File: src/rtl/aux_adc_pkg.sv
// Shared constants and types for the auxiliary converter sequencer.
// Assumes one converter and a fixed set of four result registers.
package aux_adc_pkg;
    localparam int unsigned CODE_W  = 6;   // converter resolution
    localparam int unsigned FIELD_W = 5;   // field counter width (32-field rotation)
    localparam int unsigned NUM_REG = 4;   // three inputs plus noise register

    // Register index used for update and conflict vectors
    localparam int unsigned IDX_IN1   = 0;
    localparam int unsigned IDX_IN2   = 1;
    localparam int unsigned IDX_IN3   = 2;
    localparam int unsigned IDX_NOISE = 3;

    typedef enum logic [1:0] {
        SEQ_IDLE,
        SEQ_SLOT_A,
        SEQ_SLOT_B,
        SEQ_NOISE
    } seq_state_t;
endpackage

File: src/rtl/aux_field_sched.sv
// Field counter and slot planner.
// Counts accepted flyback pulses and reports, for the current count,
// whether slot two is the noise update and whether the field is odd.
// Assumes 'advance' is asserted only for accepted flybacks.
module aux_field_sched #(
    parameter int unsigned FW = aux_adc_pkg::FIELD_W
) (
    input  logic clk,
    input  logic rst_n,
    input  logic advance,
    output logic noise_slot,
    output logic odd_field
);
    logic [FW-1:0] fcnt;

    // Advance the field count once per accepted flyback, wrapping naturally
    always_ff @(posedge clk) begin
        if (!rst_n)       fcnt <= '0;
        else if (advance) fcnt <= fcnt + 1'b1;
    end

    // Decode the schedule for the field about to run
    always_comb begin
        noise_slot = (fcnt == '0);
        odd_field  = fcnt[0];
    end
endmodule

File: src/rtl/aux_sar_engine.sv
// Successive-approximation step engine.
// 'start' loads a fresh conversion; each following cycle presents a trial
// code, and the next edge keeps or clears the trial bit from 'cmp_hi'.
// 'last' marks the final step; 'result_next' is the finished code then.
// Assumes the comparator settles within one cycle of a trial code.
module aux_sar_engine #(
    parameter int unsigned W = aux_adc_pkg::CODE_W
) (
    input  logic         clk,
    input  logic         rst_n,
    input  logic         start,
    input  logic         cmp_hi,
    output logic [W-1:0] trial,
    output logic         last,
    output logic [W-1:0] result_next
);
    localparam int unsigned PW = (W > 1) ? $clog2(W) : 1;

    logic [W-1:0]  acc;
    logic [PW-1:0] bitpos;
    logic          active;
    logic [W-1:0]  probe;

    // Form the trial code and the value kept at the coming edge
    always_comb begin
        probe       = {{(W-1){1'b0}}, 1'b1} << bitpos;
        trial       = active ? (acc | probe) : '0;
        last        = active && (bitpos == '0);
        result_next = cmp_hi ? (acc | probe) : acc;
    end

    // Step the approximation one bit per cycle, MSB first
    always_ff @(posedge clk) begin
        if (!rst_n) begin
            acc    <= '0;
            bitpos <= '0;
            active <= 1'b0;
        end else if (start) begin
            acc    <= '0;
            bitpos <= PW'(W-1);
            active <= 1'b1;
        end else if (active) begin
            acc <= result_next;
            if (bitpos == '0) active <= 1'b0;
            else              bitpos <= bitpos - 1'b1;
        end
    end
endmodule

File: src/rtl/aux_result_bank.sv
// Result registers with per-register valid flags.
// An update stores wdata; the flag follows the absence of a bus read
// conflict on that same edge. Other cycles leave both untouched.
// Assumes at most one update bit is set per cycle.
module aux_result_bank #(
    parameter int unsigned W = aux_adc_pkg::CODE_W,
    parameter int unsigned N = aux_adc_pkg::NUM_REG
) (
    input  logic                clk,
    input  logic                rst_n,
    input  logic [N-1:0]        upd,
    input  logic [N-1:0]        conflict,
    input  logic [W-1:0]        wdata,
    output logic [N-1:0][W-1:0] data,
    output logic [N-1:0]        valid
);
    for (genvar g = 0; g < N; g++) begin : g_reg
        // Store one register and qualify it against a same-edge read
        always_ff @(posedge clk) begin
            if (!rst_n) begin
                data[g]  <= '0;
                valid[g] <= 1'b0;
            end else if (upd[g]) begin
                data[g]  <= wdata;
                valid[g] <= !conflict[g];
            end
        end
    end
endmodule

File: src/rtl/aux_adc_sequencer.sv
// Field-scheduled auxiliary converter sequencer (top).
// On an accepted flyback it converts input 1, then either input 2/3 or
// stores the noise word, according to the field planner. Flybacks during
// a burst are ignored. Assumes the burst finishes well within a field.
module aux_adc_sequencer
    import aux_adc_pkg::*;
#(
    parameter int unsigned CODE_BITS  = CODE_W,
    parameter int unsigned FIELD_BITS = FIELD_W
) (
    input  logic                 clk,
    input  logic                 rst_n,
    input  logic                 flyback,
    input  logic                 cmp_hi,
    input  logic [CODE_BITS-1:0] noise_word,
    input  logic [NUM_REG-1:0]   rd_conflict,
    output logic [CODE_BITS-1:0] dac_code,
    output logic [1:0]           mux_sel,
    output logic                 busy,
    output logic [CODE_BITS-1:0] res_in1,
    output logic [CODE_BITS-1:0] res_in2,
    output logic [CODE_BITS-1:0] res_in3,
    output logic [CODE_BITS-1:0] noise_res,
    output logic [NUM_REG-1:0]   data_valid
);
    seq_state_t                         state;
    logic                               noise_pend;
    logic [1:0]                         ch_b;
    logic                               noise_slot;
    logic                               odd_field;
    logic                               accept;
    logic                               sar_start;
    logic                               sar_last;
    logic [CODE_BITS-1:0]               sar_res;
    logic [NUM_REG-1:0]                 upd;
    logic [CODE_BITS-1:0]               wdata;
    logic [NUM_REG-1:0][CODE_BITS-1:0]  bank;

    aux_field_sched #(.FW(FIELD_BITS)) u_sched (
        .clk        (clk),
        .rst_n      (rst_n),
        .advance    (accept),
        .noise_slot (noise_slot),
        .odd_field  (odd_field)
    );

    aux_sar_engine #(.W(CODE_BITS)) u_sar (
        .clk         (clk),
        .rst_n       (rst_n),
        .start       (sar_start),
        .cmp_hi      (cmp_hi),
        .trial       (dac_code),
        .last        (sar_last),
        .result_next (sar_res)
    );

    aux_result_bank #(.W(CODE_BITS), .N(NUM_REG)) u_bank (
        .clk      (clk),
        .rst_n    (rst_n),
        .upd      (upd),
        .conflict (rd_conflict),
        .wdata    (wdata),
        .data     (bank),
        .valid    (data_valid)
    );

    // Decode burst start, conversion starts, register updates and write data
    always_comb begin
        accept    = (state == SEQ_IDLE) && flyback;
        sar_start = accept || ((state == SEQ_SLOT_A) && sar_last && !noise_pend);
        upd            = '0;
        upd[IDX_IN1]   = (state == SEQ_SLOT_A) && sar_last;
        upd[IDX_IN2]   = (state == SEQ_SLOT_B) && sar_last && (mux_sel == 2'd2);
        upd[IDX_IN3]   = (state == SEQ_SLOT_B) && sar_last && (mux_sel == 2'd3);
        upd[IDX_NOISE] = (state == SEQ_NOISE);
        wdata     = (state == SEQ_NOISE) ? noise_word : sar_res;
        busy      = (state != SEQ_IDLE);
    end

    // Walk the two slots of a field burst and steer the input multiplexer
    always_ff @(posedge clk) begin
        if (!rst_n) begin
            state      <= SEQ_IDLE;
            mux_sel    <= 2'd0;
            noise_pend <= 1'b0;
            ch_b       <= 2'd2;
        end else begin
            case (state)
                SEQ_IDLE: if (flyback) begin
                    state      <= SEQ_SLOT_A;
                    mux_sel    <= 2'd1;
                    noise_pend <= noise_slot;
                    ch_b       <= odd_field ? 2'd3 : 2'd2;
                end
                SEQ_SLOT_A: if (sar_last) begin
                    if (noise_pend) begin
                        state   <= SEQ_NOISE;
                        mux_sel <= 2'd0;
                    end else begin
                        state   <= SEQ_SLOT_B;
                        mux_sel <= ch_b;
                    end
                end
                SEQ_SLOT_B: if (sar_last) begin
                    state   <= SEQ_IDLE;
                    mux_sel <= 2'd0;
                end
                default: state <= SEQ_IDLE;
            endcase
        end
    end

    // Present the register bank on named ports
    always_comb begin
        res_in1   = bank[IDX_IN1];
        res_in2   = bank[IDX_IN2];
        res_in3   = bank[IDX_IN3];
        noise_res = bank[IDX_NOISE];
    end
endmodule

File: config.mk
export PLATFORM = sky130hd
export DESIGN_NAME = aux_adc_sequencer
export DESIGN_NICKNAME = d
export VERILOG_FILES = /design/src/rtl/aux_adc_pkg.sv /design/src/rtl/aux_field_sched.sv /design/src/rtl/aux_sar_engine.sv /design/src/rtl/aux_result_bank.sv /design/src/rtl/aux_adc_sequencer.sv
export SDC_FILE = /design/constraint.sdc
export NUM_CORES = 1
export LEC_CHECK = 0
export ABC_CLOCK_PERIOD_IN_PS = 5100
export BUFFER_PORTS_ARGS = -buffer_cell sky130_fd_sc_hd__buf_2
export CAP_MARGIN = 10
export CORE_MARGIN = 2
export CORE_UTILIZATION = 46
export CTS_CLUSTER_SIZE = 12
export DETAILED_ROUTE_END_ITERATION = 8
export PLACE_DENSITY = 0.68
export SLEW_MARGIN = 40
export SYNTH_ARGS = -nofsm -noshare
export SYNTH_HDL_FRONTEND = slang
export SYNTH_HIERARCHICAL = 1
export SYNTH_SLANG_ARGS = --single-unit
File: constraint.sdc
create_clock -name clk -period 5.1 [get_ports clk]
set_input_delay 1.02 -clock clk [delete_from_list [all_inputs] [get_ports clk]]
set_output_delay 1.02 -clock clk [all_outputs]
set_load 0.02 [all_outputs]
# Yosys cells after proc, flatten, opt, wreduce, memory -nomap -nowiden
# Cells that the tools add are included.
[totals] register_bits=50 latch_bits=0 ram_bits=0 mem_bits_ro=0 inputBits=14 output_inout_bits=37 elab_cells=75 n_memories=0
[classes] add_sub_neg=2 n_mul=0 div_mod_pow=0 n_lt_le_gt_ge=0 eq_ne=9 shifts=1 muxes=18 bitwise_logic=3 reduce_logical=25
[ops] operator="$mux 6" count=3
[ops] operator="$pmux 2 s3" count=2
[ops] operator="$mux 2" count=5
[ops] operator="$mux 3" count=3
[ops] operator="$eq 2x2->1 const B" count=4
[ops] operator="$ne 2x2->1 const B" count=4
[ops] operator="$logic_and 1x1->1" count=7
[ops] operator="$or 6x6->6" count=1
[ops] operator="$reduce_and 2->1" count=3
[ops] operator="$shl 1x3->6 const A" count=1
[ops] operator="$add 5x1->5 const B" count=1
[ops] operator="$logic_not 1->1" count=5
[ops] operator="$logic_not 5->1" count=1
[ops] operator="$mux 1" count=5
[ops] operator="$reduce_and 4->1" count=1
[ops] operator="$reduce_bool 2->1" count=2
[ops] operator="$logic_not 3->1" count=1
[ops] operator="$reduce_and 3->1" count=1
[ops] operator="$reduce_bool 3->1" count=1
[ops] operator="$sub 3x1->3 const B" count=1
[ops] operator="$eq 2x1->1 const B" count=1
[ops] operator="$logic_not 2->1" count=1
[ops] operator="$not 1->1" count=2
[ops] operator="$reduce_or 2->1" count=1
[ops] operator="$logic_or 1x1->1" count=1

# Depth between registers and ports, before layout
[depth] depth_word=7 depth_mapped=9 ltp_nobuf=9

# Cells and area by module
# Netlist, hierarchy kept.
[by_module_without_submodules] mod="aux_result_bank" instances=1 cells_per_inst=90 area_each_um2=1058.5
[by_module_without_submodules] mod="aux_sar_engine" instances=1 cells_per_inst=65 area_each_um2=578.1
[by_module_without_submodules] mod="aux_adc_sequencer" instances=1 cells_per_inst=45 area_each_um2=426.7
[by_module_without_submodules] mod="aux_field_sched" instances=1 cells_per_inst=27 area_each_um2=254.0

# Worst setup path after synthesis
# OpenSTA, ideal clock, no wires.
[synth_path] path_kind="reg-to-output" from="reg u_sar.bitpos[0]" to="out dac_code[0]" t_arrival_ns=1.096 required_time_ns=4.080 slack_ns=2.984 stages_incl_launch_ff=5 path_buffers=0 cell_sequence="dfxtp_1 -> inv_1 -> ha_1 -> nor2b_1 -> o21a_1"
[synth_via] elab_chain_len=3
[synth_lines] item="from (decl)" line_no="aux_sar_engine.sv:20" source="logic [PW-1:0] bitpos;"
[synth_lines] item="from (signal assigned)" line_no="aux_sar_engine.sv:40" source="bitpos <= PW'(W-1);"
[synth_lines] item="from (signal assigned)" line_no="aux_sar_engine.sv:45" source="else bitpos <= bitpos - 1'b1;"
[synth_lines] item="$shl 1x3->6" line_no="aux_sar_engine.sv:26" source="probe = {{(W-1){1'b0}}, 1'b1} << bitpos;"
[synth_lines] item="$or 6x6->6" line_no="aux_sar_engine.sv:27" source="trial = active ? (acc | probe) : '0;"
[synth_lines] item="$mux 6" line_no="aux_sar_engine.sv:27"
[synth_lines] item="to (decl)" line_no="aux_adc_sequencer.sv:17" source="output logic [CODE_BITS-1:0] dac_code,"
# No other way between the ends.

# Worst setup path after layout
# Ends and elaborated chain as after synthesis.

==> impl_results.md <==
- Critical Path Start Type: flop
- Clock share of power: 32.0%
- Synthesized area: roughly 0.0023 mm2
- Rel. slew slack: about 46%
- Part of the cycle the worst path needs: 51.5%
- Synthesized Nets: 248
- Vias/cell: about 5
- Final instance area: approximately 0.0027 mm2
- Worst setup EP type: primary output
- Setup violators final: 0
- Vias in the first global route: 1514
- Peak supply drop: between 0.1 and 0.15 mV
- Hold Slack: 492 ps
- Status: finished clean
- Critical path class: flop to primary output
- TritonRoute pass-1 iters: 4
- Die Height: 75.0 um
- Max-slew violations: 0
- Width of the die: ~75 um
- Starting Density: 48.4%
- WL final: 4.50 mm
- Number of fill cells: between 400 and 500
- Sink Count: 49
- Htree depth: 2
- Post-CTS setup buffers: 0
- Asr flop ratio synth: 0%
- Post-layout util: 55.5%
- HPWL Detailed: 3.24 mm
- Hold Fails Final Rpt: 0
- Net Sw Frac: a little over a quarter
- RSZ-0062 raised after global routing: false
- Final Power: 0.742 mW
- Seq pwr share: a little under three fifths
- PD cells: 279 mW/mm2
- Aggregate global routing overflow: 0
- Synth Instances: 227
- CP peak stage delay: 340 ps
- Crit path required time: 4080 ps
- Hold Path Class: flop to flop
- FMAX: 0.381 GHz
- Post-synth top area cell: dfxtp_1
- Overall Global Routing Usage: roughly 17%
- Slowest-stage cell, CP: dfxtp_1
- Top cells by count, synth: dfxtp_1 (49), nor2b_1 (32), mux2i_1 (29), nor2_1 (13), nand2_1 (8)
- Number of top-level pins: 51
- Flops & latches, synth: a little under 50
- Area share of the largest cell type after synthesis: 42.3%
- First-pass GRT wire length: 7.16 mm
- Core footprint: ~0.0048 mm2
- DR WL/cell: ~13 um
- Pleak: 1.16 nW
- Worst skew pair latency: 300 ps
- # DRC: 0
- CTS Hold Buffers Added: 0
- Synth top area cells: dfxtp_1 (42%), mux2i_1 (13%), nor2b_1 (8.6%), ha_1 (3.8%), mux2_2 (2.9%)
- DRT iter0 DRCs: 49
- EDFF count, synth: 0
- Fin Setup TNS: 0 ps
- Post-synthesis sequential area ratio: ~42%
- Deepest clock path buffer count: 2
- Worst slew pin tran: 814 ps
- ANT cells: 0
- Worst clock skew: 11.3 ps
- Ys flop type: dfxtp_1
- Rows: 25
- Placer Congestion: 0.777
- DR vias: 1668
- Post-DRT Antenna Nets: 0
- Clock slew at reported path FFs: 80 ps
- Syn. warnings: 6
- Critical path peak fanout: 6
- CTS tree: done
- Combinational share of power: 12.7%
- Post-CTS Resized: 0
- CTS Buf Count: 5
- Clk root buf: clkbuf_8
- Share of layout cells above drive strength 1: between 20% and 30%
- Initial antenna violation count: 0
- Avg Inst Size Synth: 10.2 um2
- Layout area overhead: 14.6%
- Internal power component: 0.546 mW
- Die ar.: 0.00562 mm2
- Fin crit period: 2630 ps
- Pin count of the biggest net entering global routing: 44
- IO buf count: 50
- WP data arrival: 1610 ps
- CP Cell Sequence: inv_1, ha_1, nor2b_1, o21a_1, buf_2
- Yosys cell types: 42
- NumNets Final: roughly 290
- Placed cell areas: 0.00256 mm2
- Count leader, synth: dfxtp_1
- Max-Cap Viols: 0
- Psw: 0.195 mW
## metrics by stage
step | setup WS, ps | cells
2_1_floorplan | 2980 | 227
4_1_cts | 2470 | 340
3_3_place_gp | 2670 | 332
6_report | 2470 | 340
5_1_grt | 2340 | 340
3_5_place_dp | 2600 | 332
## flip-flops by register name (all words and copies together), names as in the netlist
name	flops
u_bank/data	24
u_sar/acc	6
u_sched/fcnt	5
u_bank/valid	4
u_sar/bitpos	3
mux_sel	2
state	2
ch_b	1
noise_pend	1
u_sar/active	1
## cells by family after synthesis
family,share of synthesized area [%]
buffers and inverters,5.08
AND/OR/NAND/NOR,22.5
XOR/XNOR,0.378
flip-flops,42.3
adder cells (fa/ha/maj),3.78
multiplexers,15.4
AO/OA/AOI/OAI,10.5
## cells in the final DEF (no fill, tap or decap), types with 5 or more instances in the layout
cell type  count
nor3b_1        6
a21oi_1        5
ha_1           7
o21a_1         6
buf_2         50
nand2_1        8
dfxtp_1       49
mux2i_1       29
nor2_1        13
clkbuf_8       6
nor2b_1       32
inv_1          7
mux2_2         6
## final timing paths
kind | from | to | slack, ps | depth (start not counted)
worst min register to register | u_sched/fcnt[4]$_SDFFE_PN0P_ | u_sched/fcnt[4]$_SDFFE_PN0P_ | 490 | 2
worst min-delay path | u_sched/fcnt[4]$_SDFFE_PN0P_ | u_sched/fcnt[4]$_SDFFE_PN0P_ | 490 | 2
worst max register to register | u_sar/bitpos[0]$_SDFFE_PN0P_ | u_bank/data[17]$_SDFFE_PN0P_ | 2610 | 8
worst max-delay path | u_sar/bitpos[0]$_SDFFE_PN0P_ | dac_code[0] | 2470 | 5
## power by group through the flow
stage	clock [mW]	combinational, mW	sequential, mW
final	0.237	0.0940	0.410
after global routing	0.260	0.105	0.413
after CTS	0.243	0.0948	0.410
after detailed placement	0	0.0945	0.419
after global placement	0	0.0947	0.419
after floorplan	0	0.0798	0.411
## critical path, delay by kind of cell (launching register included)
kind | cells | cell delay (ps)
buffers and inverters | 2 | 300
and+or+nand+nor | 1 | 240
DFF | 1 | 340
AOI/OAI and AO/OA | 1 | 150
adders and majority gates | 1 | 290
## final cells by class
class	count	area (um2)	share of cell area, %
multi-input combinational	159	1220	45.9
sequential	49	981	36.9
timing repair buffer	50	250	9.42
tap	67	83.8	3.16
clock buffer	6	82.6	3.11
inverter	7	26.3	0.989
clock inverter	2	13.8	0.518
## metal layers
metal | vias to the layer above | track usage, % | part of all wire [%]
li1 | 863 | - | -
met1 | 768 | 23.1 | 49
met2 | 31 | 26.1 | 46
met3 | 6 | 4.28 | 4.6
met4 | 0 | 4.76 | 1.0
met5 | - | 0 | 0
(Power assumes the default switching activity.)
